### src/rtl/esa_pkg.sv
package esa_pkg;
  typedef enum logic {HLOAD_BLANK = 1'b0, HLOAD_ACTIVE = 1'b1} hload_e;

  function automatic logic in_span(input int v, input int lo, input int hi);
    return (v >= lo) && (v < hi);
  endfunction
endpackage

### src/rtl/esa_edge_track.sv
module esa_edge_track #(
  parameter int WIN = 4,
  localparam int AGE_W = $clog2(WIN + 2)
) (
  input  logic clk,
  input  logic rst,
  input  logic pin,
  input  logic sense,
  input  logic clr,
  output logic edge_o,
  output logic recent_o
);
  logic             lvl_q, lvl_d;
  logic             valid_q;
  logic [AGE_W-1:0] age_q;

  // Sampled level normalised to "active"; reset as active so no false edge.
  always_ff @(posedge clk) begin
    if (rst) begin
      lvl_q <= 1'b1;
      lvl_d <= 1'b1;
    end else begin
      lvl_q <= (pin == sense);
      lvl_d <= lvl_q;
    end
  end

  assign edge_o = lvl_q & ~lvl_d;

  // Distance in clocks since the last unconsumed edge, saturating past WIN.
  always_ff @(posedge clk) begin
    if (rst) begin
      valid_q <= 1'b0;
      age_q   <= '0;
    end else if (clr) begin
      valid_q <= 1'b0;
    end else if (edge_o) begin
      valid_q <= 1'b1;
      age_q   <= AGE_W'(1);
    end else if (valid_q && (age_q <= AGE_W'(WIN))) begin
      age_q <= age_q + 1'b1;
    end
  end

  assign recent_o = valid_q && (age_q <= AGE_W'(WIN));


  edge_gap_chk: assert property (@(posedge clk) disable iff (rst)
    edge_o |=> !edge_o);
endmodule

### src/rtl/esa_timebase.sv
module esa_timebase #(
  parameter int PIX_PER_LINE    = 858,
  parameter int LINES_PER_FRAME = 525,
  parameter int ACT_START       = 122,
  parameter int BLK_START       = 842,
  parameter int VRESET_LINE     = 4,
  parameter int EVEN_LINE       = 266,
  localparam int PIX_W  = $clog2(PIX_PER_LINE),
  localparam int LINE_W = $clog2(LINES_PER_FRAME + 1)
) (
  input  logic              clk,
  input  logic              rst,
  input  logic              h_load,
  input  esa_pkg::hload_e   h_mode,
  input  logic              v_load,
  output logic [PIX_W-1:0]  pix_q,
  output logic [LINE_W-1:0] line_q,
  output logic              odd_q
);
  logic [PIX_W-1:0]  pix_n;
  logic [LINE_W-1:0] line_n;
  logic              pix_wrap;

  always_comb begin
    pix_wrap = (pix_q == PIX_W'(PIX_PER_LINE - 1));
    if (h_load)
      pix_n = (h_mode == esa_pkg::HLOAD_ACTIVE) ? PIX_W'(ACT_START) : PIX_W'(BLK_START);
    else if (pix_wrap)
      pix_n = '0;
    else
      pix_n = pix_q + 1'b1;

    if (v_load)
      line_n = LINE_W'(VRESET_LINE);
    else if (!h_load && pix_wrap)
      line_n = (line_q == LINE_W'(LINES_PER_FRAME)) ? LINE_W'(1) : line_q + 1'b1;
    else
      line_n = line_q;
  end

  always_ff @(posedge clk) begin
    if (rst) begin
      pix_q  <= '0;
      line_q <= LINE_W'(1);
      odd_q  <= 1'b0;
    end else begin
      pix_q  <= pix_n;
      line_q <= line_n;
      odd_q  <= esa_pkg::in_span(int'(line_n), VRESET_LINE, EVEN_LINE);
    end
  end


  pix_range_chk: assert property (@(posedge clk) disable iff (rst)
    int'(pix_q) < PIX_PER_LINE);

  line_range_chk: assert property (@(posedge clk) disable iff (rst)
    (line_q >= LINE_W'(1)) && (int'(line_q) <= LINES_PER_FRAME));

  pix_step_chk: assert property (@(posedge clk) disable iff (rst)
    (!h_load && !pix_wrap) |=> (pix_q == $past(pix_q) + 1'b1));

  line_hold_chk: assert property (@(posedge clk) disable iff (rst)
    (h_load && !v_load) |=> $stable(line_q));
endmodule

### src/rtl/ext_sync_aligner.sv
module ext_sync_aligner #(
  parameter int PIX_PER_LINE    = 858,
  parameter int LINES_PER_FRAME = 525,
  parameter int ACT_START       = 122,
  parameter int BLK_START       = 842,
  parameter int VRESET_LINE     = 4,
  parameter int EVEN_LINE       = 266,
  parameter int WIN             = 4,
  localparam int PIX_W  = $clog2(PIX_PER_LINE),
  localparam int LINE_W = $clog2(LINES_PER_FRAME + 1)
) (
  input  logic              clk,
  input  logic              rst,
  input  logic              hsync_in,
  input  logic              vsync_in,
  input  logic              hsync_sense,
  input  logic              vsync_sense,
  input  logic              hreset_mode,
  output logic [PIX_W-1:0]  pix_cnt,
  output logic [LINE_W-1:0] line_cnt,
  output logic              odd_field,
  output logic              locked
);
  logic h_edge, h_recent, v_edge, v_recent, accept;

  esa_edge_track #(.WIN(WIN)) h_trk_i (
    .clk(clk), .rst(rst), .pin(hsync_in), .sense(hsync_sense),
    .clr(accept), .edge_o(h_edge), .recent_o(h_recent));

  esa_edge_track #(.WIN(WIN)) v_trk_i (
    .clk(clk), .rst(rst), .pin(vsync_in), .sense(vsync_sense),
    .clr(accept), .edge_o(v_edge), .recent_o(v_recent));

  // Coincidence in either order; both pending edges are consumed on accept.
  assign accept = (v_edge && (h_edge || h_recent)) || (h_edge && v_recent);

  esa_timebase #(
    .PIX_PER_LINE(PIX_PER_LINE), .LINES_PER_FRAME(LINES_PER_FRAME),
    .ACT_START(ACT_START), .BLK_START(BLK_START),
    .VRESET_LINE(VRESET_LINE), .EVEN_LINE(EVEN_LINE)
  ) tb_i (
    .clk(clk), .rst(rst), .h_load(h_edge),
    .h_mode(esa_pkg::hload_e'(hreset_mode)), .v_load(accept),
    .pix_q(pix_cnt), .line_q(line_cnt), .odd_q(odd_field));

  always_ff @(posedge clk) begin
    if (rst)         locked <= 1'b0;
    else if (accept) locked <= 1'b1;
  end


  locked_hold_chk: assert property (@(posedge clk) disable iff (rst)
    locked |=> locked);

  vload_chk: assert property (@(posedge clk) disable iff (rst)
    accept |=> (line_cnt == LINE_W'(VRESET_LINE)) && locked);

  lone_v_chk: assert property (@(posedge clk) disable iff (rst)
    (v_edge && !h_edge && !h_recent && !locked) |=> !locked);
endmodule

### config.mk
export PLATFORM = sky130hd
export DESIGN_NAME = ext_sync_aligner
export DESIGN_NICKNAME = d
export VERILOG_FILES = /design/src/rtl/esa_pkg.sv /design/src/rtl/esa_edge_track.sv /design/src/rtl/esa_timebase.sv /design/src/rtl/ext_sync_aligner.sv
export SDC_FILE = /design/constraint.sdc
export NUM_CORES = 1
export LEC_CHECK = 0
export CORE_UTILIZATION = 47
export CTS_CLUSTER_SIZE = 10
export DETAILED_ROUTE_END_ITERATION = 8
export GPL_ROUTABILITY_DRIVEN = 0
export GPL_TIMING_DRIVEN = 1
export PLACE_DENSITY = 0.71
export SLEW_MARGIN = 0
export SYNTH_ARGS = -nofsm -noshare
export SYNTH_HDL_FRONTEND = slang
export SYNTH_SLANG_ARGS = --single-unit
### constraint.sdc
create_clock -name clk -period 1.74 [get_ports clk]
set_input_delay 0.348 -clock clk [delete_from_list [all_inputs] [get_ports clk]]
set_output_delay 0.348 -clock clk [all_outputs]
set_load 0.05 [all_outputs]
==> reports/metrics.cfg, run 1 <==
[clock_tree]
clock_sinks=34
insertion_delay_ns=0.28
htreeDepth=2
cts_made_buffers=5
cts_tree=yes
clk_pin_slew_ns=0.07
ctsLongestPathBuffers=2
cts_root_buf=clkbuf_8
cts_hold_buf=0

[global_routing]
antenna_found_initial=0
grt.total_usage_pct=26.9
overflow=0
grt_pass1_wl_um=8310
grt_max_degree=17
grt_pass1_vias=1830

[power_and_ir_drop]
irDropWorstVdd_mv=0.568
total_power_mw=1.92
p_leak_nw=1.21
p_per_area_mw_per_mm2=702

[critical_path]
crit_type=flop to flop
critical_path.startpoint=tb_i.pix_q[1]
worstPathCellList=inv_4 -> ha_4 -> nor4b_4 -> buf_4 -> nand4_4 -> buf_6 -> nor3b_4 -> a21oi_4 -> a31oi_1 -> o21ai_1 -> o211a_1
end_kind=flop
max_stage_delay_ns=0.35
startpoint_type=flop
crit_fanout=5
cpMaxStageDelayCell=dfxtp_4
r2r-start=tb_i.pix_q[1]
worstPathRequired_ns=1.91
cp.arrival_ns=2.20

[timing]
hold_violations=0
timing_max_transition_violations_final=0
finalWorstSetupSlack_ns=-0.292
setup_viol=8
tightest_slew_ns=0.382
fmax_mhz=492
period_share_pct=117
fin_worst_skew_ns=0.00889
rsz0062_at_grt=yes
relSlewSlack_pct=74.3
min_period_ns=2.03

[routing]
post_drt_wl_per_cell_um=14.2
viasPerCell=5.34
antenna_left=0
dr.pass1.iters=4
drcViolationCount=0
vias=1822
drt-total-wl_um=4860
drtIter0Drc=76

[logic_synthesis]
ys_seq_area_share_pct=39.0
synth_cell_types=40
syn_area_per_cell_um2=8.28
syn-cell-area_mm2=0.00175
ys_ff_latch=34
synth-async-reset-ratio_pct=0
synth_cells=211
ys.warnings.count=0
synth_nets=226
synthFlopType=dfxtp_1
synth_edf_count=0

[floorplan]
die_x_um=63.0
core_area_mm2=0.00344
start_util_pct=50.7
die_h_um=63.0
num_rows=21
io_pins=29
die_area_mm2=0.00396

[placement]
place_inst=328
hpwl_um=3460
place_area_mm2=0.00243
portBuffers=28

[flow_run]
drv_cap=0

[layout]
instances_no_fill=341
drive_gt1_share_pct=43.4
utilization_pct=79.3
diodes=0
area_delta_synth_final_pct=56.2
stdcell_area_mm2=0.00273
fin_nets=309

[outcome]
outcome=finished, violations left
violations=negative setup slack

[worst_hold_path]
hold_path_class=flop to flop
hp-start=h_trk_i.lvl_q

[registers in the layout, summed over array words and instances (netlist names)]
signal,flops
h_trk_i.lvl_q,1
h_trk_i.age_q,3
tb_i.pix_q,10
tb_i.line_q,10
h_trk_i.valid_q,1
v_trk_i.valid_q,1
h_trk_i.lvl_d,1
v_trk_i.age_q,3
v_trk_i.lvl_d,1
v_trk_i.lvl_q,1
tb_i.odd_q,1
locked,1
[area by class of cell]
| class | count | area, µm² |
|---|---|---|
| inverter | 9 | 36.3 |
| sequential | 34 | 717 |
| multi-input combinational | 164 | 1170 |
| tap | 46 | 57.6 |
| clock inverter | 1 | 30.0 |
| timing repair buffer | 80 | 634 |
| fill | 243 | 713 |
| clock buffer | 7 | 86.3 |
[cell families after synthesis]
| family | after synthesis | share of synthesized area [%] |
|---|---|---|
| flops | 34 | 39.0 |
| buf+inv | 13 | 2.79 |
| mux | 2 | 1.22 |
| compound gates | 39 | 14.0 |
| fa+ha+maj | 8 | 5.73 |
| simple gates | 99 | 29.2 |
| xor+xnor | 16 | 8.02 |
[power by group]
part | internal (mW) | leakage, nW | switching, mW
Clock | 0.467 | 0.0585 | 0.271
Sequential | 0.812 | 0.286 | 0.0274
Combinational | 0.148 | 0.861 | 0.192
[layout by cell type, fill, tap and decap left out, types with 2 or more instances in the layout]
cell type,Yosys,final
a22oi_1,2,2
nand2b_1,3,3
and2_1,3,2
nand2_1,18,18
nor2b_1,3,2
o211a_1,2,2
dfxtp_1,34,15
buf_6,0,5
and3_1,5,5
nor2_2,0,3
clkdlybuf4s50_1,0,6
nor3_4,0,3
clkbuf_8,0,6
xor2_1,8,7
a21oi_1,12,10
nor2_1,33,30
buf_4,0,69
ha_1,8,7
nor3_2,1,3
dfxtp_4,0,5
or2_2,2,2
a31oi_1,3,2
xnor2_1,8,7
dfxtp_2,0,14
inv_1,9,8
nor3_1,9,4
o21a_1,3,3
nand3_1,10,10
nand4_1,3,3
or3_4,1,2
o21ai_0,9,8
o21ai_1,2,2
[path summary, 6_finish.rpt]
path	to	slack, ns	depth (start not counted)
max reg2reg	tb_i.odd_q	-0.29	11
max	tb_i.odd_q	-0.29	11
min	h_trk_i.lvl_d	0.47	1
min reg2reg	h_trk_i.lvl_d	0.47	1
[cells in the mapped netlist, types with 4 or more instances]
| cell type | instances | share of area [%] |
|---|---|---|
| xor2_1 | 8 | 4.0 |
| ha_1 | 8 | 5.7 |
| inv_1 | 9 | 1.9 |
| dfxtp_1 | 34 | 39 |
| o21ai_0 | 9 | 2.6 |
| nor3_1 | 9 | 2.6 |
| nand2_1 | 18 | 3.9 |
| and3_1 | 5 | 1.8 |
| xnor2_1 | 8 | 4.0 |
| clkbuf_1 | 4 | 0.86 |
| nor2_1 | 33 | 7.1 |
| nand3_1 | 10 | 2.9 |
| a21oi_1 | 12 | 3.4 |
[through the flow]
step	hold slack (ns)	TNS [ns]	setup WS, ns
final	0.466	-0.755	-0.292
after global routing	0.491	-1.78	-0.404
after CTS	0.465	-0.430	-0.272
after detailed placement	0.447	-1.44	-0.259
after global placement	0.443	-0.951	-0.155
after floorplan	0.431	-0.198	-0.198
[critical path, delay by kind of cell, from the launching register on]
| kind | cells | cell delay [ns] |
|---|---|---|
| and+or+nand+nor | 3 | 0.60 |
| AOI/OAI and AO/OA | 4 | 0.43 |
| buffers and inverters | 3 | 0.42 |
| adders and majority gates | 1 | 0.11 |
| DFF | 1 | 0.35 |
[routing by layer]
metal	track usage, %	part of all wire, %	up-vias
met1	31.2	43	864
met2	46.6	50	50
met3	4.38	4.0	13
met5	0	0	-
li1	-	-	895
met4	14.8	2.8	0
[what timing repair did]
action,in CTS,in global routing
setup buffers,4,1
setup endpoints to repair,11,15
pin swaps,13,9
gates resized for setup,17,14
hold endpoints to repair,0,0
(Power assumes the default switching activity.)
==> run 2: changes to the inputs <==
Settings changed: CORE_UTILIZATION 47 to 30, PLACE_DENSITY 0.71 to 0.48.
==> reports/metrics.cfg, run 2 (same netlist as run 1, synthesis figures left out) <==
[power_and_ir_drop]
p_per_area_mw_per_mm2=660
p_leak_nw=1.18
irDropWorstVdd_mv=0.368
total_power_mw=1.78

[critical_path]
startpoint_type=flop
max_stage_delay_ns=0.34
cpMaxStageDelayCell=dfxtp_4
r2r_slack_ns=-0.23
cp.arrival_ns=2.15
worstPathCellList=inv_2 -> ha_4 -> nor4b_4 -> nand4_1 -> or3_1 -> a31o_1 -> a31oi_1 -> o21ai_1 -> o211a_1
worstPathRequired_ns=1.92
end_kind=flop
path_buf_inv=1
crit_type=flop to flop
critPathTopFamily=simple AND/OR/NAND/NOR gates
crit_fanout=4

[floorplan]
core_area_mm2=0.00557
die_area_mm2=0.00613
die_h_um=78.3
num_rows=27
die_x_um=78.3
start_util_pct=31.3
io_pins=29

[routing]
antenna_left=0
drt-total-wl_um=4340
drtIter0Drc=64
vias=1714
drcViolationCount=0
post_drt_wl_per_cell_um=11.7
dr.pass1.iters=4
viasPerCell=4.62

[timing]
fin_worst_skew_ns=0.00675
finalWorstSetupSlack_ns=-0.229
tightest_slew_ns=0.436
hold_violations=0
rsz0062_at_grt=yes
timing_max_transition_violations_final=0
fmax_mhz=508
hold_slack_ns=0.458
relSlewSlack_pct=70.6
min_period_ns=1.97
setup_viol=10
period_share_pct=113

[global_routing]
grt_max_degree=12
grt_pass1_vias=1615
antenna_found_initial=0
overflow=0
grt_pass1_wl_um=7490
grt.total_usage_pct=15.6

[layout]
layout_common_cells=buf_4 (75), nor2_1 (31), nand2_1 (18)
fin_nets=313
layout.cells.most_common=buf_4
drive_gt1_share_pct=42.8
area_delta_synth_final_pct=54.0
diodes=0
fillers=552
instances_no_fill=371
reg_top3=tb_i.line_q: 10 flops, tb_i.pix_q: 10 flops

[clock_tree]
cts_tree=yes
htreeDepth=2
clock_sinks=34
insertion_delay_ns=0.28
clk_pin_slew_ns=0.07
cts_made_buffers=5
ctsLongestPathBuffers=2
cts_hold_buf=0
cts_root_buf=clkbuf_8

[flow_run]
drv_cap=0

[placement]
hpwl_um=3330
portBuffers=28
place_inst=359

[worst_hold_path]
hold_path_class=flop to flop

[outcome]
violations=negative setup slack
outcome=finished, violations left

==> run 2: cell count changes in the layout (fill, tap and decap cells not counted), sizes merged <==
cell	before	now
buf	74	78
bufinv	1	0
clkbuf	7	6
clkinv	0	1
clkinvlp	0	1
==> run 2: repair_timing <==
item | in CTS | in global routing
endpoints found under the hold margin | 0 | 0
setup buffers | 2 | 2
gates resized for setup | 9 | 7
pin swaps | 7 | 1
setup endpoints to repair | 11 | 14
==> run 2: stage by stage <==
stage          util [%]  TNS [ns]  setup WS [ns]  cell area (µm²)
6_report           48.3    -0.421         -0.229             2690
2_1_floorplan         -    -0.198         -0.198             1810
3_5_place_dp       44.8     -1.33         -0.249             2500
3_3_place_gp       44.8     -1.79         -0.248             2500
4_1_cts            47.5    -0.561         -0.226             2650
5_1_grt            48.3     -1.78         -0.355             2690
==> run 2: per-layer routing <==
layer / up-vias / GRT usage [%] / part of all wire (%)
met3: 5 / 3.14 / 3.5
met5: - / 0 / 0
met2: 32 / 24.5 / 44
met1: 773 / 21.1 / 51
met4: 0 / 5.56 / 1.5
li1: 904 / - / -
==> run 2: area by class of cell <==
cell class                      count  area (µm²)  area share [%]
Clock buffer                        6        82.6            3.07
Clock inverter                      2        12.5           0.465
Inverter                            9        33.8            1.26
Multi-Input combinational cell    164        1100            40.8
Sequential cell                    34         717            26.7
Tap cell                           72        90.1            3.35
Timing Repair Buffer               84         657            24.4
==> run 2: worst register-to-register path: stages, from the launching register on <==
cell and delay [ns]:
dfxtp_4 0.34, inv_2 0.06, ha_4 0.11, nor4b_4 0.26
nand4_1 0.20, or3_1 0.34, a31o_1 0.20, a31oi_1 0.15
o21ai_1 0.08, o211a_1 0.11
==> run 2: path summary, 6_finish.rpt <==
| kind | startpoint | to | depth (start not counted) |
|---|---|---|---|
| worst min register to register | v_trk_i.age_q[2] | v_trk_i.age_q[2] | 2 |
| worst max-delay path | tb_i.pix_q[1] | tb_i.odd_q | 9 |
| worst min-delay path | v_trk_i.age_q[2] | v_trk_i.age_q[2] | 2 |
| worst max register to register | tb_i.pix_q[1] | tb_i.odd_q | 9 |
==> run 2: report_power, final <==
group / total [mW] / leakage (nW) / internal [mW] / switching, mW
Sequential: 0.834 / 0.286 / 0.812 / 0.0220
Combinational: 0.334 / 0.842 / 0.149 / 0.185
Clock: 0.607 / 0.0472 / 0.318 / 0.289
==> run 3: changes to the inputs <==
Settings changed: ABC_AREA set to 0, CTS_BUF_LIST set to sky130_fd_sc_hd__clkbuf_8 sky130_fd_sc_hd__clkbuf_16, SKIP_LAST_GASP set to 1.
==> results of run 3 <==
Same layout as run 2: the final DEF is identical, and so are final timing and power.
